==> src/rtl/pfp_pkg.sv <==
`timescale 1ns/1ps
package pfp_pkg;

  typedef enum logic [1:0] {
    FR_OFF  = 2'd0,
    FR_HALT = 2'd1,
    FR_ZERO = 2'd2,
    FR_FLAG = 2'd3
  } fault_react_e;

  typedef enum logic [1:0] {
    CM_OFF  = 2'd0,
    CM_WRAP = 2'd1,
    CM_SHOT = 2'd2,
    CM_UPDN = 2'd3
  } cnt_mode_e;

  // park select: bit 0 enables fault cause, bit 1 enables debug cause
  function automatic logic park_wanted(input logic [1:0] sel,
                                       input logic flt,
                                       input logic dbg);
    return (sel[0] & flt) | (sel[1] & dbg);
  endfunction

  // position of a park level bit inside the park configuration word
  function automatic int park_bit(input int ch, input bit comp);
    return 2 + 2 * ch + (comp ? 1 : 0);
  endfunction

  // active fault level from the synchronized line and its polarity
  function automatic logic fault_level(input logic line, input logic pol);
    return pol ? line : ~line;
  endfunction

endpackage

==> src/rtl/pfp_sync.sv <==
`timescale 1ns/1ps
module pfp_sync #(
  parameter int W      = 1,
  parameter int STAGES = 2
) (
  input  logic         clk,
  input  logic         rst_n,
  input  logic [W-1:0] d,
  output logic [W-1:0] q
);

  logic [W-1:0] stg [STAGES];

  always_ff @(posedge clk or negedge rst_n) begin
    if (!rst_n) begin
      for (int i = 0; i < STAGES; i++) stg[i] <= '0;
    end else begin
      stg[0] <= d;
      for (int i = 1; i < STAGES; i++) stg[i] <= stg[i-1];
    end
  end

  assign q = stg[STAGES-1];

endmodule

==> src/rtl/pfp_counter.sv <==
`timescale 1ns/1ps
module pfp_counter import pfp_pkg::*; #(
  parameter int CW = 8
) (
  input  logic          clk,
  input  logic          rst_n,
  input  logic          mode_wr_en,
  input  logic [1:0]    mode_wr_data,
  input  logic          hw_stop,
  input  logic          hold,
  input  logic [CW-1:0] top,
  output logic [1:0]    mode,
  output logic [CW-1:0] cnt,
  output logic          shot_done
);

  logic          dir_dn;
  logic          adv;
  logic [CW:0]   nxt;

  // returns {direction, count} for the next edge
  function automatic logic [CW:0] next_state(input logic [1:0]    m,
                                             input logic [CW-1:0] c,
                                             input logic          d,
                                             input logic [CW-1:0] t);
    logic [CW:0] r;
    r = {d, c};
    case (cnt_mode_e'(m))
      CM_WRAP, CM_SHOT: begin
        if (c >= t) r = '0;
        else        r = {1'b0, c + CW'(1)};
      end
      CM_UPDN: begin
        if (t == '0)      r = '0;
        else if (!d)      r = (c >= t) ? {1'b1, c - CW'(1)} : {1'b0, c + CW'(1)};
        else              r = (c == '0) ? {1'b0, c + CW'(1)} : {1'b1, c - CW'(1)};
      end
      default: r = {d, c};
    endcase
    return r;
  endfunction

  assign adv       = (mode != CM_OFF) && !hold;
  assign nxt       = next_state(mode, cnt, dir_dn, top);
  assign shot_done = adv && (mode == CM_SHOT) && (cnt >= top);

  always_ff @(posedge clk or negedge rst_n) begin
    if (!rst_n) begin
      mode   <= CM_OFF;
      cnt    <= '0;
      dir_dn <= 1'b0;
    end else begin
      if (hw_stop || shot_done) mode <= CM_OFF;
      else if (mode_wr_en)      mode <= mode_wr_data;

      if (mode_wr_en) dir_dn <= 1'b0;
      else if (adv)   dir_dn <= nxt[CW];

      if (adv) cnt <= nxt[CW-1:0];
    end
  end

endmodule

==> src/rtl/pfp_fault.sv <==
`timescale 1ns/1ps
module pfp_fault import pfp_pkg::*; (
  input  logic       clk,
  input  logic       rst_n,
  input  logic       fault_s,
  input  logic       pol,
  input  logic [1:0] fmode,
  input  logic [1:0] cmode,
  input  logic       cnt_zero,
  input  logic       flag_clr,
  output logic       flag,
  output logic       flag_set,
  output logic       hw_stop,
  output logic       zero_hold,
  output logic       fault_act
);

  logic running;

  assign fault_act = fault_level(fault_s, pol) && (fmode != FR_OFF);
  assign running   = (cmode != CM_OFF);
  assign flag_set  = fault_act && running;
  assign hw_stop   = flag_set && (fmode == FR_HALT);
  assign zero_hold = (fmode == FR_ZERO) && running && cnt_zero && (flag || fault_act);

  always_ff @(posedge clk or negedge rst_n) begin
    if (!rst_n)        flag <= 1'b0;
    else if (flag_set) flag <= 1'b1;
    else if (flag_clr) flag <= 1'b0;
  end

endmodule

==> src/rtl/pfp_park.sv <==
`timescale 1ns/1ps
module pfp_park import pfp_pkg::*; #(
  parameter int NCH = 3,
  localparam int PCW = 2 + 2 * NCH
) (
  input  logic [PCW-1:0] cfg,
  input  logic           cause_fault,
  input  logic           cause_dbg,
  input  logic [NCH-1:0] raw,
  input  logic [NCH-1:0] raw_n,
  output logic [NCH-1:0] out,
  output logic [NCH-1:0] out_n,
  output logic           parked
);

  assign parked = park_wanted(cfg[1:0], cause_fault, cause_dbg);

  for (genvar ch = 0; ch < NCH; ch++) begin : g_ch
    localparam int PB = park_bit(ch, 1'b0);
    localparam int NB = park_bit(ch, 1'b1);
    assign out[ch]   = parked ? cfg[PB] : raw[ch];
    assign out_n[ch] = parked ? cfg[NB] : raw_n[ch];
  end

endmodule

==> src/rtl/pwm_fault_park.sv <==
`timescale 1ns/1ps
module pwm_fault_park import pfp_pkg::*; #(
  parameter int NCH         = 3,
  parameter int CW          = 8,
  parameter int SYNC_STAGES = 2,
  localparam int PCW = 2 + 2 * NCH
) (
  input  logic           clk,
  input  logic           rst_n,
  input  logic [1:0]     fault_mode,
  input  logic           fault_pol,
  input  logic [PCW-1:0] park_cfg,
  input  logic           mode_wr_en,
  input  logic [1:0]     mode_wr_data,
  input  logic           flag_clr,
  input  logic [CW-1:0]  cnt_top,
  input  logic           fault_in,
  input  logic           dbg_halt,
  input  logic [NCH-1:0] raw_out,
  input  logic [NCH-1:0] raw_out_n,
  output logic [NCH-1:0] pwm_out,
  output logic [NCH-1:0] pwm_out_n,
  output logic           fault_flag,
  output logic [1:0]     cnt_mode,
  output logic [CW-1:0]  cnt_val
);

  logic [1:0] sync_q;
  logic       fault_sync;
  logic       dbg_sync;
  logic       fault_act;
  logic       flag_set;
  logic       hw_stop;
  logic       zero_hold;
  logic       shot_done;
  logic       parked;

  pfp_sync #(.W(2), .STAGES(SYNC_STAGES)) u_sync (
    .clk   (clk),
    .rst_n (rst_n),
    .d     ({dbg_halt, fault_in}),
    .q     (sync_q)
  );

  assign fault_sync = sync_q[0];
  assign dbg_sync   = sync_q[1];

  pfp_fault u_fault (
    .clk       (clk),
    .rst_n     (rst_n),
    .fault_s   (fault_sync),
    .pol       (fault_pol),
    .fmode     (fault_mode),
    .cmode     (cnt_mode),
    .cnt_zero  (cnt_val == '0),
    .flag_clr  (flag_clr),
    .flag      (fault_flag),
    .flag_set  (flag_set),
    .hw_stop   (hw_stop),
    .zero_hold (zero_hold),
    .fault_act (fault_act)
  );

  pfp_counter #(.CW(CW)) u_cnt (
    .clk          (clk),
    .rst_n        (rst_n),
    .mode_wr_en   (mode_wr_en),
    .mode_wr_data (mode_wr_data),
    .hw_stop      (hw_stop),
    .hold         (zero_hold),
    .top          (cnt_top),
    .mode         (cnt_mode),
    .cnt          (cnt_val),
    .shot_done    (shot_done)
  );

  pfp_park #(.NCH(NCH)) u_park (
    .cfg         (park_cfg),
    .cause_fault (fault_act),
    .cause_dbg   (dbg_sync),
    .raw         (raw_out),
    .raw_n       (raw_out_n),
    .out         (pwm_out),
    .out_n       (pwm_out_n),
    .parked      (parked)
  );

endmodule

==> config.mk <==
export PLATFORM = sky130hd
export DESIGN_NAME = pwm_fault_park
export DESIGN_NICKNAME = d
export VERILOG_FILES = /design/src/rtl/pfp_pkg.sv /design/src/rtl/pfp_sync.sv /design/src/rtl/pfp_counter.sv /design/src/rtl/pfp_fault.sv /design/src/rtl/pfp_park.sv /design/src/rtl/pwm_fault_park.sv
export SDC_FILE = /design/constraint.sdc
export NUM_CORES = 1
export LEC_CHECK = 0
export BUFFER_PORTS_ARGS = -buffer_cell sky130_fd_sc_hd__clkbuf_2
export CAP_MARGIN = 20
export CORE_MARGIN = 2
export CORE_UTILIZATION = 57
export CTS_BUF_LIST = sky130_fd_sc_hd__clkbuf_8
export CTS_CLUSTER_SIZE = 40
export DETAILED_ROUTE_END_ITERATION = 10
export HOLD_SLACK_MARGIN = 0.1
export PLACE_DENSITY = 0.95
export SLEW_MARGIN = 20
export SYNTH_ARGS = -nofsm -noshare
export SYNTH_HDL_FRONTEND = slang
export SYNTH_SLANG_ARGS = --single-unit
==> constraint.sdc <==
create_clock -name clk -period 6.66 [get_ports clk]
set_input_delay 0.666 -clock clk [delete_from_list [all_inputs] [get_ports clk]]
set_output_delay 0.666 -clock clk [all_outputs]
set_load 0.02 [all_outputs]
==> impl_metrics.json <==
{
  "vias": 1496,
  "skew_ns": 0.01400,
  "finalNonFillerCells": 257,
  "clock_latency_ns": 0.26,
  "synth_seq_cells": 16,
  "rows": 19,
  "grt_pass1_vias": 1405,
  "synth_cell_types": 51,
  "dpl.cell_count": 253,
  "drive_gt1_frac": 0.2920,
  "ant_nets": 0,
  "fin_setup_tns_ns": 0,
  "htree_levels": 1,
  "slowest_delay_ns": 0.76,
  "cp_max_fo": 11,
  "period_share": 0.4350,
  "syn_to_final_growth_pct": 18.86,
  "fillers": 218,
  "timing.slew.headroom": 0.3020,
  "finalPower_w": 0.0005112,
  "rsz0062_at_grt": "false",
  "fmax_mhz": 345.2,
  "cts_tree": "yes",
  "synth-seq-area-share": 0.2558,
  "dp.final_hpwl_um": 2721,
  "worst_pin_slew_ns": 1.042,
  "syn-cell-area_um2": 1565,
  "pwr_density_cell_nw_per_um2": 274.8,
  "finalHoldViolCount": 0,
  "die_h_um": 56.40,
  "die_w_um": 56.40,
  "crit_slowest_cell": "a31oi_1",
  "clk_root_buffer_cell": "clkbuf_8",
  "cts_buffers": 3,
  "maxSlewViolCount": 0,
  "start_util": 0.5827,
  "antenna_found_initial": 0,
  "critPathBufInv": 1,
  "seq_area_um2": 400.4,
  "final_nets": 275,
  "cp.arrival_ns": 3.09,
  "die-area_um2": 3181,
  "io_buffer_count": 49,
  "synth-edff-count": 0,
  "wire_per_inst_um": 14.05,
  "async_reset_ff_frac": 1.000,
  "grtUsageTotal": 0.2450,
  "grt_overflow": 0,
  "p_leak_nw": 0.9221,
  "hold_buffers": 0,
  "whs_ns": 0.3129,
  "postCtsSetupRepairBufs": 0,
  "clk_pin_slew_worst_paths_ns": 0.08,
  "finalCriticalPeriod_ns": 2.897,
  "layout.cells.most_common": "clkbuf_2",
  "place_congestion": 0.9166,
  "grt_max_degree": 17,
  "routed_via_density": 5.821,
  "drv_cap": 0,
  "netlist_instances": 180,
  "grt_pass1_wl_um": 6285,
  "totalWireLength_um": 3612,
  "status": "finished, final reports clean",
  "drtIter0Drc": 72,
  "cp-start-kind": "flip-flop",
  "ios": 50,
  "cts-resized-gates": 0,
  "endpoint_kind": "flip-flop",
  "synthFlopType": "dfrtp_1",
  "worstSetupPathType": "flip-flop to flip-flop",
  "ys.warnings.count": 0,
  "crit_chain": "inv_1, ha_1, nor4b_4, a31oi_1, nand2_1, or3_1, o21ai_0, o2bb2ai_1",
  "syn_nets": 228,
  "cts.sinks": 16,
  "setup_violations": 0,
  "clock_path_buffers": 2,
  "drc": 0,
  "peakVddDrop_uv": 241.6,
  "cp_top_family": "compound AO/OA/AOI/OAI gates",
  "core_um2": 2686,
  "avgSynthCellArea_um2": 8.696,
  "first_pass_iters": 4,
  "layout_common_cells": "clkbuf_2, inv_1, dfrtp_1",
  "multi_input_area_um2": 1054,
  "insertedDiodeCount": 0,
  "cp_data_required_time_ns": 6.85,
  "min_path_type": "input pin to async pin"
}
[worst paths after layout]
path                                                from                  endpoint  slack [ns]  cells after the start
worst max-delay path            u_cnt.cnt[0]$_DFFE_PN0P_  u_cnt.cnt[4]$_DFFE_PN0P_        3.76                      8
worst min-delay path                               rst_n  u_cnt.cnt[7]$_DFFE_PN0P_        0.31                      1
worst max register to register  u_cnt.cnt[0]$_DFFE_PN0P_  u_cnt.cnt[4]$_DFFE_PN0P_        3.76                      8
worst min register to register   u_sync.stg[3]$_DFF_PN0_     u_sync.q[1]$_DFF_PN0_        0.35                      0
max in group asynchronous                          rst_n  u_cnt.cnt[2]$_DFFE_PN0P_        6.05                      1
min in group clk                 u_sync.stg[3]$_DFF_PN0_     u_sync.q[1]$_DFF_PN0_        0.35                      0
[layout make-up]
cell class | instances | share of cell area
Clock buffer | 4 | 0.02959
Timing Repair Buffer | 49 | 0.1318
Inverter | 18 | 0.03631
Sequential cell | 16 | 0.2152
Multi-Input combinational cell | 139 | 0.5662
Tap cell | 31 | 0.02085
[routing by layer]
| metal | track usage | share of wire | wire (µm) |
|---|---|---|---|
| met5 | 0 | 0 | 0 |
| met2 | 0.4050 | 0.49 | 1781 |
| met1 | 0.3426 | 0.43 | 1567 |
| met4 | 0.05442 | 0.012 | 42 |
| met3 | 0.03226 | 0.061 | 221 |
[registers in the layout (all words and copies together) (netlist names)]
| register | cells |
|---|---|
| u_fault.flag | 1 |
| u_cnt.mode | 2 |
| u_cnt.cnt | 8 |
| u_sync.stg | 2 |
| u_sync.q | 2 |
| u_cnt.dir_dn | 1 |
[cell usage after synthesis, types with 2 or more instances]
library cell,instances,share of area
inv_1,18,0.043
dfrtp_1,16,0.26
ha_1,15,0.12
nand2_1,13,0.031
nor2_1,11,0.026
o21ai_0,8,0.026
mux2_2,7,0.050
mux2i_1,7,0.045
nand3_1,7,0.022
a21oi_1,6,0.019
xnor2_1,5,0.028
nor2b_1,4,0.016
o211ai_1,4,0.019
a22o_1,3,0.017
and3_1,3,0.012
nand2b_1,3,0.012
o21a_1,3,0.014
o22ai_1,3,0.012
xor2_1,3,0.017
a221oi_1,2,0.011
a22oi_1,2,0.0096
a31oi_1,2,0.0080
buf_2,2,0.0064
buf_6,2,0.014
clkbuf_1,2,0.0048
nor3_1,2,0.0064
or3_1,2,0.0080
or4_1,2,0.0096
[power by group]
group | internal [W] | total (W) | switching, W
logic | 0.000117 | 0.000268 | 0.000150
clock network | 0.0000525 | 0.0000891 | 0.0000366
registers | 0.000113 | 0.000154 | 0.0000413
[through the flow]
step | area [µm²] | utilization | worst slack [ns]
CTS | 1861 | 0.6926 | 3.773
detailed placement | 1805 | 0.6721 | 3.726
global route | 1861 | 0.6926 | 3.522
floorplan | 1565 | - | 4.288
global placement | 1805 | 0.6721 | 3.876
finish | 1861 | 0.6926 | 3.763
[kinds of logic after synthesis]
logic type               Yosys count  share of synthesized area
XOR/XNOR                           8                    0.04477
adder cells (fa/ha/maj)           15                     0.1199
AO/OA/AOI/OAI                     46                     0.2079
flip-flops                        16                     0.2558
buffers and inverters             25                    0.07114
multiplexers                      14                    0.09513
AND/OR/NAND/NOR                   56                     0.2054
[worst reg2reg max path, delay by kind of cell, from the launching register on]
| kind | cells | cell delay (ns) |
|---|---|---|
| AO/OA/AOI/OAI | 3 | 1.08 |
| adder cells (fa/ha/maj) | 1 | 0.24 |
| buffers and inverters | 1 | 0.19 |
| flip-flops | 1 | 0.53 |
| AND/OR/NAND/NOR | 3 | 0.79 |
(Power assumes the default switching activity.)
